## config.mk

```make
export PLATFORM = sky130hd
export DESIGN_NAME = kcs_xfer_engine
export DESIGN_NICKNAME = d
export VERILOG_FILES = /design/src/rtl/kcs_xfer_engine.sv
export SDC_FILE = /design/constraint.sdc
export NUM_CORES = 1
export LEC_CHECK = 0
export ABC_AREA = 1
export BUFFER_PORTS_ARGS = -buffer_cell sky130_fd_sc_hd__buf_4
export CAP_MARGIN = 20
export CORE_MARGIN = 2
export CORE_UTILIZATION = 40
export DETAILED_ROUTE_END_ITERATION = 7
export GPL_TIMING_DRIVEN = 0
export PLACE_DENSITY_LB_ADDON = 0.12
export SLEW_MARGIN = 25
export SYNTH_ARGS = -nofsm -noshare
export SYNTH_HDL_FRONTEND = slang
export SYNTH_SLANG_ARGS = --single-unit
export TNS_END_PERCENT = 30
```

## constraint.sdc

```tcl
create_clock -name clk -period 2.95 [get_ports clk]
set_input_delay 0.295 -clock clk [delete_from_list [all_inputs] [get_ports clk]]
set_output_delay 0.295 -clock clk [all_outputs]
set_load 0.01 [all_outputs]
```

## src/rtl/kcs_xfer_engine.sv

```systemverilog
module kcs_xfer_engine #(
  parameter int REQ_DEPTH = 16,
  parameter int DEVID_LEN = 15,
  parameter logic [8*DEVID_LEN-1:0] DEVID_DATA = 120'h20_01_01_00_02_BF_00_00_00_10_00_01_00_00_00,
  parameter logic [15:0] SELFTEST_DATA = 16'h55_00
) (
  input  logic       clk,
  input  logic       rst_n,
  input  logic       ibf_i,
  input  logic       cod_i,
  input  logic [7:0] din_i,
  output logic [7:0] odr_o,
  output logic       odr_wr_o,
  output logic [1:0] state_o
);

  localparam int CW = $clog2(REQ_DEPTH + 1);
  localparam int AW = $clog2(REQ_DEPTH);
  localparam int RLEN_MAX = 3 + DEVID_LEN;
  localparam int RW = $clog2(RLEN_MAX + 1);

  localparam logic [7:0] C_ABORT  = 8'h60;
  localparam logic [7:0] C_WSTART = 8'h61;
  localparam logic [7:0] C_WEND   = 8'h62;
  localparam logic [7:0] C_READ   = 8'h68;

  localparam logic [7:0] E_NONE    = 8'h00;
  localparam logic [7:0] E_ABORT   = 8'h01;
  localparam logic [7:0] E_ILLEGAL = 8'h02;
  localparam logic [7:0] E_LENGTH  = 8'h06;

  localparam logic [1:0] ST_IDLE  = 2'd0;
  localparam logic [1:0] ST_READ  = 2'd1;
  localparam logic [1:0] ST_WRITE = 2'd2;
  localparam logic [1:0] ST_ERROR = 2'd3;

  typedef enum logic [2:0] {
    PH_IDLE, PH_WSTART, PH_WDATA, PH_WEND, PH_READ, PH_ABT1, PH_ABT2, PH_ERR
  } phase_t;

  phase_t        ph_q;
  logic [7:0]    req_mem [REQ_DEPTH];
  logic [CW-1:0] req_cnt;
  logic [RW-1:0] rsp_idx;
  logic [7:0]    err_q;

  logic          full;
  logic [7:0]    rq0, rq1, rsp_cc, rsp_b, first_b;
  logic          app, is_dev, is_st;
  logic [RW-1:0] rsp_len;

  assign full    = (req_cnt == CW'(REQ_DEPTH));
  assign rq0     = (req_cnt > CW'(0)) ? req_mem[0] : 8'h00;
  assign rq1     = (req_cnt > CW'(1)) ? req_mem[1] : 8'h00;
  assign app     = (rq0[7:2] == 6'd6);
  assign is_dev  = app && (rq1 == 8'h01);
  assign is_st   = app && (rq1 == 8'h04);
  assign rsp_cc  = (is_dev || is_st) ? 8'h00 : 8'hC1;
  assign rsp_len = is_dev ? RW'(RLEN_MAX) : (is_st ? RW'(5) : RW'(3));
  assign first_b = (req_cnt == CW'(0)) ? din_i : req_mem[0];

  always_comb begin
    int k;
    k = int'(rsp_idx) - 3;
    rsp_b = 8'h00;
    if (rsp_idx == RW'(0))      rsp_b = rq0;
    else if (rsp_idx == RW'(1)) rsp_b = rq1;
    else if (rsp_idx == RW'(2)) rsp_b = rsp_cc;
    else if (is_dev && k >= 0 && k < DEVID_LEN)
      rsp_b = DEVID_DATA[8*(DEVID_LEN-1-k) +: 8];
    else if (is_st && k >= 0 && k < 2)
      rsp_b = SELFTEST_DATA[8*(1-k) +: 8];
  end

  always_ff @(posedge clk) begin
    if (ibf_i && !cod_i && (ph_q == PH_WSTART || ph_q == PH_WDATA || ph_q == PH_WEND) && !full)
      req_mem[req_cnt[AW-1:0]] <= din_i;
  end

  always_ff @(posedge clk) begin
    if (!rst_n) begin
      ph_q     <= PH_IDLE;
      req_cnt  <= '0;
      rsp_idx  <= '0;
      err_q    <= E_NONE;
      odr_o    <= 8'h00;
      odr_wr_o <= 1'b0;
      state_o  <= ST_IDLE;
    end else begin
      odr_wr_o <= ibf_i;
      if (ibf_i) begin
        odr_o <= 8'h00;
        if (cod_i) begin
          state_o <= ST_WRITE;
          case (din_i)
            C_WSTART: begin
              req_cnt <= '0;
              rsp_idx <= '0;
              err_q   <= E_NONE;
              ph_q    <= PH_WSTART;
            end
            C_WEND: begin
              if (err_q != E_NONE) begin
                state_o <= ST_ERROR;
                ph_q    <= PH_ERR;
                req_cnt <= '0;
              end else begin
                ph_q <= PH_WEND;
              end
            end
            C_ABORT: begin
              err_q <= E_ABORT;
              ph_q  <= PH_ABT1;
            end
            default: begin
              err_q   <= E_ILLEGAL;
              state_o <= ST_ERROR;
              ph_q    <= PH_ERR;
              req_cnt <= '0;
            end
          endcase
        end else begin
          case (ph_q)
            PH_WSTART, PH_WDATA, PH_WEND: begin
              if (full) begin
                err_q   <= E_LENGTH;
                state_o <= ST_ERROR;
                ph_q    <= PH_ERR;
                req_cnt <= '0;
              end else if (ph_q == PH_WEND) begin
                req_cnt <= req_cnt + CW'(1);
                state_o <= ST_READ;
                odr_o   <= first_b;
                rsp_idx <= RW'(1);
                ph_q    <= PH_READ;
              end else begin
                req_cnt <= req_cnt + CW'(1);
                state_o <= ST_WRITE;
                ph_q    <= PH_WDATA;
              end
            end
            PH_READ: begin
              if (din_i != C_READ) begin
                state_o <= ST_ERROR;
              end else if (rsp_idx == rsp_len) begin
                state_o <= ST_IDLE;
                ph_q    <= PH_IDLE;
              end else begin
                state_o <= ST_READ;
                odr_o   <= rsp_b;
                rsp_idx <= rsp_idx + RW'(1);
              end
            end
            PH_ABT1: begin
              state_o <= ST_READ;
              odr_o   <= err_q;
              ph_q    <= PH_ABT2;
            end
            PH_ABT2: begin
              state_o <= ST_IDLE;
              ph_q    <= PH_IDLE;
            end
            default: begin
              state_o <= ST_ERROR;
              ph_q    <= PH_ERR;
              req_cnt <= '0;
            end
          endcase
        end
      end
    end
  end


  odr_load_chk: assert property (@(posedge clk) disable iff (!rst_n)
    ibf_i |=> odr_wr_o);


  quiet_hold_chk: assert property (@(posedge clk) disable iff (!rst_n)
    !ibf_i |=> (!odr_wr_o && $stable(odr_o) && $stable(state_o)));


  cmd_state_chk: assert property (@(posedge clk) disable iff (!rst_n)
    (ibf_i && cod_i) |=> (state_o == ST_WRITE || state_o == ST_ERROR));


  cnt_bound_chk: assert property (@(posedge clk) disable iff (!rst_n)
    req_cnt <= CW'(REQ_DEPTH));


  bad_read_chk: assert property (@(posedge clk) disable iff (!rst_n)
    (ibf_i && !cod_i && ph_q == PH_READ && din_i != C_READ)
      |=> (state_o == ST_ERROR && odr_o == 8'h00 && $stable(rsp_idx)));


  abort_code_chk: assert property (@(posedge clk) disable iff (!rst_n)
    (ibf_i && !cod_i && ph_q == PH_ABT1) |=> (state_o == ST_READ && odr_o == $past(err_q)));

endmodule

```

==> flow_metrics.py, run 1 <==
metrics = {
    "run_status": {
        "outcome": "completed",
    },
    "drt": {
        "firstDrtPassIters": 4,
        "wl_per_cell_um": 12.5,
        "drt_iter0_drc": 229,
        "route.final.wire_length_mm": 7.48,
        "drc": 0,
        "vias_per_cell": 4.95,
        "ant_nets": 0,
        "vias": 2951,
    },
    "synthesis": {
        "synth.avg_cell_area_um2": 6.55,
        "synthFlopType": "dfxtp_1",
        "yosysSeqAreaShare_pct": 33.2,
        "ys_ff_latch": 43,
        "synth_cell_types": 33,
        "syn_nets": 489,
        "syn_inst": 469,
        "yosysWarnings": 0,
        "synthArstFlopShare_pct": 0,
        "synth_area_um2": 3070,
        "synth_edf_count": 16,
    },
    "placement": {
        "pre_cts_slack_ns": 0.292,
        "place_congestion": 0.866,
        "hpwl_mm": 6.01,
        "io_buffers": 20,
    },
    "clocking": {
        "cts_buffer_depth": 2,
        "cts_buffers": 5,
        "clkSinkCount": 43,
        "clk_pin_slew_worst_paths_ns": 0.08,
        "ctsResizeCount": 0,
        "cts_setup_buffers": 0,
        "cts_tree": "done",
        "cts_htree_levels": 2,
        "insertion_delay_ns": 0.29,
        "cts_hold_buf": 0,
        "cts_root_buffer": "clkbuf_8",
    },
    "global_route": {
        "grt-ovfl-total": 0,
        "grt_pass1_vias": 2819,
        "antenna_found_initial": 0,
        "grt_max_degree": 14,
        "grt_pass1_wl_mm": 12.8,
        "grt_usage_pct": 18.6,
    },
    "worst_hold_path": {
        "hp-start": "din_i[7]",
        "hold_class": "in -> reg",
        "hold_depth": 1,
        "whs_endpoint": "req_mem[1][7]",
    },
    "critical_path": {
        "end_kind": "flip-flop",
        "cp_max_fo": 12,
        "r2r-start": "rsp_idx[0]",
        "worstSetupPathType": "reg -> reg",
        "critPathBufInv": 2,
        "critPathMostFrequentCell": "nand2_1",
        "rrSetupSlack_ns": 0.33,
        "crit_required_ns": 3.17,
        "rr_endpoint": "odr_o[2]",
        "cp_cell_sequence": "inv_1 > buf_2 > ha_1 > nand2_1 > nor2_1 > nand2_1 > nand2_1 > nand2_1 > nand2_2 > nand4_1 > nor2_1 > nand2_1 > nand3_1 > nand3_1 > nand2_1 > nand2_1 > a21oi_1",
        "max_stage_delay_ns": 0.40,
        "start_kind": "flip-flop",
        "crit_arrival_ns": 2.84,
        "r2r_cells": 17,
        "crit_family": "simple AND/OR/NAND/NOR gates",
        "slowest_stage": "dfxtp_2",
    },
    "finish": {
        "drive_above_1_share_pct": 13.7,
        "final_util_pct": 47.2,
        "n_antenna_cell": 0,
        "fillers": 758,
        "fin_nets": 516,
        "syn_to_final_growth_pct": 12.6,
    },
    "die": {
        "dieArea_um2": 8400,
        "die_w_um": 91.7,
        "die_h_um": 91.7,
        "fp.coreArea_um2": 7330,
        "top_level_ports": 23,
        "start_util_pct": 41.9,
        "row_count": 31,
    },
    "timing": {
        "fin_ws_ns": 0.327,
        "rsz0062_at_grt": "false",
        "slew_viol_final": 0,
        "period_minus_slack_ns": 2.62,
        "slew_headroom_pct": 39.3,
        "post-route-period-util_pct": 88.9,
        "finClkSkew_ns": 0.00465,
        "final_hold_viol_count": 0,
        "worst_slew_pin_slew_ns": 0.905,
        "setup_tns_ns": 0,
        "final-setup-viol-count": 0,
        "fmax_mhz": 381,
    },
    "pwr": {
        "peakVddDrop_v": 0.000305,
        "p_leak_uw": 0.00163,
        "pwr_density_cell_nw_per_um2": 422,
    },
    "job": {
        "drv_cap": 0,
    },
}
cell usage in the layout (no fill, tap or decap), drive strengths merged, types with 7 or more instances in the layout:
cell type,netlist,final
inv,63,63
buf,5,25
clkbuf,5,10
nor3,15,15
nor2,68,68
edfxtp,16,16
nand4,7,7
o21ai,28,28
a21oi,32,32
ha,8,8
nand3,35,35
dfxtp,27,27
nand2,144,144
synthesized netlist by cell type (all sizes together) (2+ instances only):
cell type  count  share of area [%]
nand3         35                6.3
inv           63                7.7
o21ai         28                4.9
edfxtp        16                 16
o211ai         4               0.98
xor2           4                1.1
buf            5                1.1
nor3          15                2.8
nand3b         2               0.49
a211oi         2               0.49
nor2          68                9.6
dfxtp         27                 18
nand4          7                1.4
a22oi          2               0.49
clkbuf         5               0.61
ha             8                3.3
a21oi         32                5.6
nand2        144                 19
stage by stage:
stage	hold WS [ns]	instance area [um^2]	total power (uW)	cells
floorplan	0.394	3070	932	469
global placement	0.459	3350	1020	588
detailed placement	0.461	3350	1030	588
CTS	0.194	3450	1470	596
global route	0.186	3460	1550	596
finish	0.198	3460	1460	596
worst reg2reg max path: cells and delay by family, from the launching register on:
kind	cells	cell delay [ns]
AOI/OAI and AO/OA	1	0.15
buffers and inverters	2	0.27
and+or+nand+nor	13	1.36
DFF	1	0.40
adders and majority gates	1	0.40
worst max path at each step:
stage | startpoint | to | depth (start not counted)
5_1_grt | rsp_idx[0] | odr_o[2] | 17
3_3_place_gp | rsp_idx[0] | odr_o[2] | 17
2_1_floorplan | rsp_idx[0] | odr_o[7] | 19
4_1_cts | rsp_idx[0] | odr_o[2] | 17
3_5_place_dp | rsp_idx[0] | odr_o[2] | 17
6_report | rsp_idx[0] | odr_o[2] | 17
kinds of logic after synthesis:
kind of cell	share of synthesized area, %
AND/OR/NAND/NOR	40.3
adder cells (fa/ha/maj)	3.26
flip-flops	33.2
XOR/XNOR	1.14
buffers and inverters	9.41
AO/OA/AOI/OAI	12.7
where the power goes:
part / switching [uW] / internal (uW)
Clock: 198 / 248
Combinational: 243 / 117
Sequential: 19.7 / 636
sequential cells by signal, summed over array words and instances, names as in the netlist:
signal / count
err_q: 3
odr_o: 8
odr_wr_o: 1
ph_q: 3
req_cnt: 5
req_mem: 16
rsp_idx: 5
state_o: 2
area by class of cell:
type                       count  area, um^2  share of cell area (%)
buffer                        10        52.6                    1.52
clock buffer                   5        68.8                    1.99
clock inverter                 3        38.8                    1.12
inverter                      63         236                    6.83
multi-input combinational    353        1770                    51.1
sequential                    43        1020                    29.5
tap                           99         124                    3.58
timing repair buffer          20         150                    4.34
metal layers:
metal,up-vias,GRT usage (%),wire length [um]
met5,-,0,0
met4,0,4.17,34
met3,2,2.05,113
met2,25,33.5,3700
met1,1357,23.9,3630
li1,1567,-,-
Note: power is estimated with default switching activity, not from simulation.
==> inputs of run 2 (changes only) <==
MAX_ROUTING_LAYER = met4   (was unset)
SKIP_LAST_GASP = 1   (was unset)
==> run 2 against run 1 <==
- non-clock buffer count stayed put
- critical endpoint unchanged
- power hardly changed
- sequential share of layout area stayed put
- worst hold slack worse by 0.00092 ns
==> flow_metrics.py, run 2 (synthesized netlist as in run 1, its figures left out) <==
metrics = {
    "drt": {
        "drt_iter0_drc": 187,
        "wl_per_cell_um": 12.5,
        "firstDrtPassIters": 4,
        "drc": 0,
        "route.final.wire_length_mm": 7.47,
        "vias_per_cell": 4.96,
        "ant_nets": 0,
        "vias": 2959,
    },
    "clocking": {
        "cts_tree": "done",
        "cts_root_buffer": "clkbuf_8",
        "cts_htree_levels": 2,
        "cts_setup_buffers": 0,
        "clkSinkCount": 43,
        "ctsResizeCount": 0,
        "cts_buffers": 5,
        "clk_pin_slew_worst_paths_ns": 0.08,
        "cts_buffer_depth": 2,
        "insertion_delay_ns": 0.29,
        "cts_hold_buf": 0,
    },
    "die": {
        "row_count": 31,
        "top_level_ports": 23,
        "die_w_um": 91.7,
        "start_util_pct": 41.9,
        "fp.coreArea_um2": 7330,
        "dieArea_um2": 8400,
        "die_h_um": 91.7,
    },
    "critical_path": {
        "start_kind": "flip-flop",
        "cp_max_fo": 12,
        "cp_cell_sequence": "inv_1 > buf_2 > ha_1 > nand2_1 > nor2_1 > nand2_1 > nand2_1 > nand2_1 > nand2_2 > nand4_1 > nor2_1 > nand2_1 > nand3_1 > nand3_1 > nand2_1 > nand2_1 > a21oi_1",
        "crit_arrival_ns": 2.84,
        "max_stage_delay_ns": 0.40,
        "rr_endpoint": "odr_o[2]",
        "r2r-start": "rsp_idx[0]",
        "crit_required_ns": 3.17,
        "end_kind": "flip-flop",
        "rrSetupSlack_ns": 0.33,
        "critPathMostFrequentCell": "nand2_1",
        "r2r_cells": 17,
        "worstSetupPathType": "reg -> reg",
        "slowest_stage": "dfxtp_2",
    },
    "placement": {
        "io_buffers": 20,
        "pre_cts_slack_ns": 0.292,
        "hpwl_mm": 6.01,
        "place_congestion": 0.880,
    },
    "finish": {
        "layout_commonest_cell": "nand2_1",
        "final_util_pct": 47.2,
        "drive_above_1_share_pct": 13.7,
        "n_antenna_cell": 0,
        "syn_to_final_growth_pct": 12.6,
        "fin_nets": 516,
        "largest_reg_flops": 16,
        "layout_common_cells": "131 x nand2_1, 60 x nor2_1, 59 x inv_1",
    },
    "worst_hold_path": {
        "hold_class": "in -> reg",
        "hp-start": "din_i[7]",
        "whs_endpoint": "req_mem[1][7]",
        "hold_depth": 1,
    },
    "timing": {
        "worst_slew_pin_slew_ns": 0.906,
        "finClkSkew_ns": 0.00348,
        "fin_ws_ns": 0.330,
        "final_hold_viol_count": 0,
        "rsz0062_at_grt": "false",
        "period_minus_slack_ns": 2.62,
        "final-setup-viol-count": 0,
        "post-route-period-util_pct": 88.8,
        "setup_tns_ns": 0,
        "fmax_mhz": 382,
        "slew_headroom_pct": 39.3,
        "slew_viol_final": 0,
    },
    "pwr": {
        "fin_total_pwr_uw": 1460,
        "peakVddDrop_v": 0.000307,
        "pwr_density_cell_nw_per_um2": 422,
        "p_leak_uw": 0.00163,
    },
    "global_route": {
        "grtUsageMet1_pct": 24.0,
        "groute.layer.met3.usage_pct": 1.97,
        "gr-max-usage-layer": "met2",
        "grt_max_degree": 14,
        "antenna_found_initial": 0,
        "grt-ovfl-total": 0,
        "grt_pass1_wl_mm": 12.8,
        "met2_usage_pct": 33.5,
        "grt_usage_pct": 19.1,
        "grt_pass1_vias": 2823,
    },
    "run_status": {
        "outcome": "completed",
    },
    "job": {
        "drv_cap": 0,
    },
}
==> run 2: stage by stage <==
| stage | cell area (um^2) | hold WS (ns) | cells |
|---|---|---|---|
| after floorplan | 3070 | 0.394 | 469 |
| after CTS | 3450 | 0.194 | 596 |
| after detailed placement | 3350 | 0.461 | 588 |
| final | 3460 | 0.197 | 596 |
| after global routing | 3460 | 0.186 | 596 |
| after global placement | 3350 | 0.459 | 588 |
==> run 2: critical path, delay by kind of cell, from the launching register on <==
| family | cells | cell delay, ns |
|---|---|---|
| DFF | 1 | 0.40 |
| adders and majority gates | 1 | 0.39 |
| AOI/OAI and AO/OA | 1 | 0.15 |
| and+or+nand+nor | 13 | 1.36 |
| buffers and inverters | 2 | 0.27 |
==> run 2: power by group <==
part | switching, uW | internal [uW]
registers | 19.7 | 636
logic | 243 | 117
clock network | 199 | 248
total | 461 | 1000
==> run 2: worst max path at each step <==
stage,from,endpoint,slack (ns),cells after the start
detailed placement,rsp_idx[0],odr_o[2],0.29,17
finish,rsp_idx[0],odr_o[2],0.33,17
floorplan,rsp_idx[0],odr_o[7],0.77,19
global placement,rsp_idx[0],odr_o[2],0.39,17
global route,rsp_idx[0],odr_o[2],0.09,17
CTS,rsp_idx[0],odr_o[2],0.27,17
==> run 2: cell type report <==
| cell class | instances | area, um^2 |
|---|---|---|
| buffer | 10 | 52.6 |
| inverter | 63 | 236 |
| clock inverter | 3 | 38.8 |
| clock buffer | 5 | 68.8 |
| tap | 99 | 124 |
| fill | 758 | 3870 |
| sequential | 43 | 1020 |
| multi-input combinational | 353 | 1770 |
| timing repair buffer | 20 | 150 |
==> run 2: metal layers <==
metal / vias to the layer above / routed length [um]
li1: 1568 / -
met4: 0 / 31
met2: 28 / 3700
met5: - / 0
met3: 2 / 145
met1: 1361 / 3590
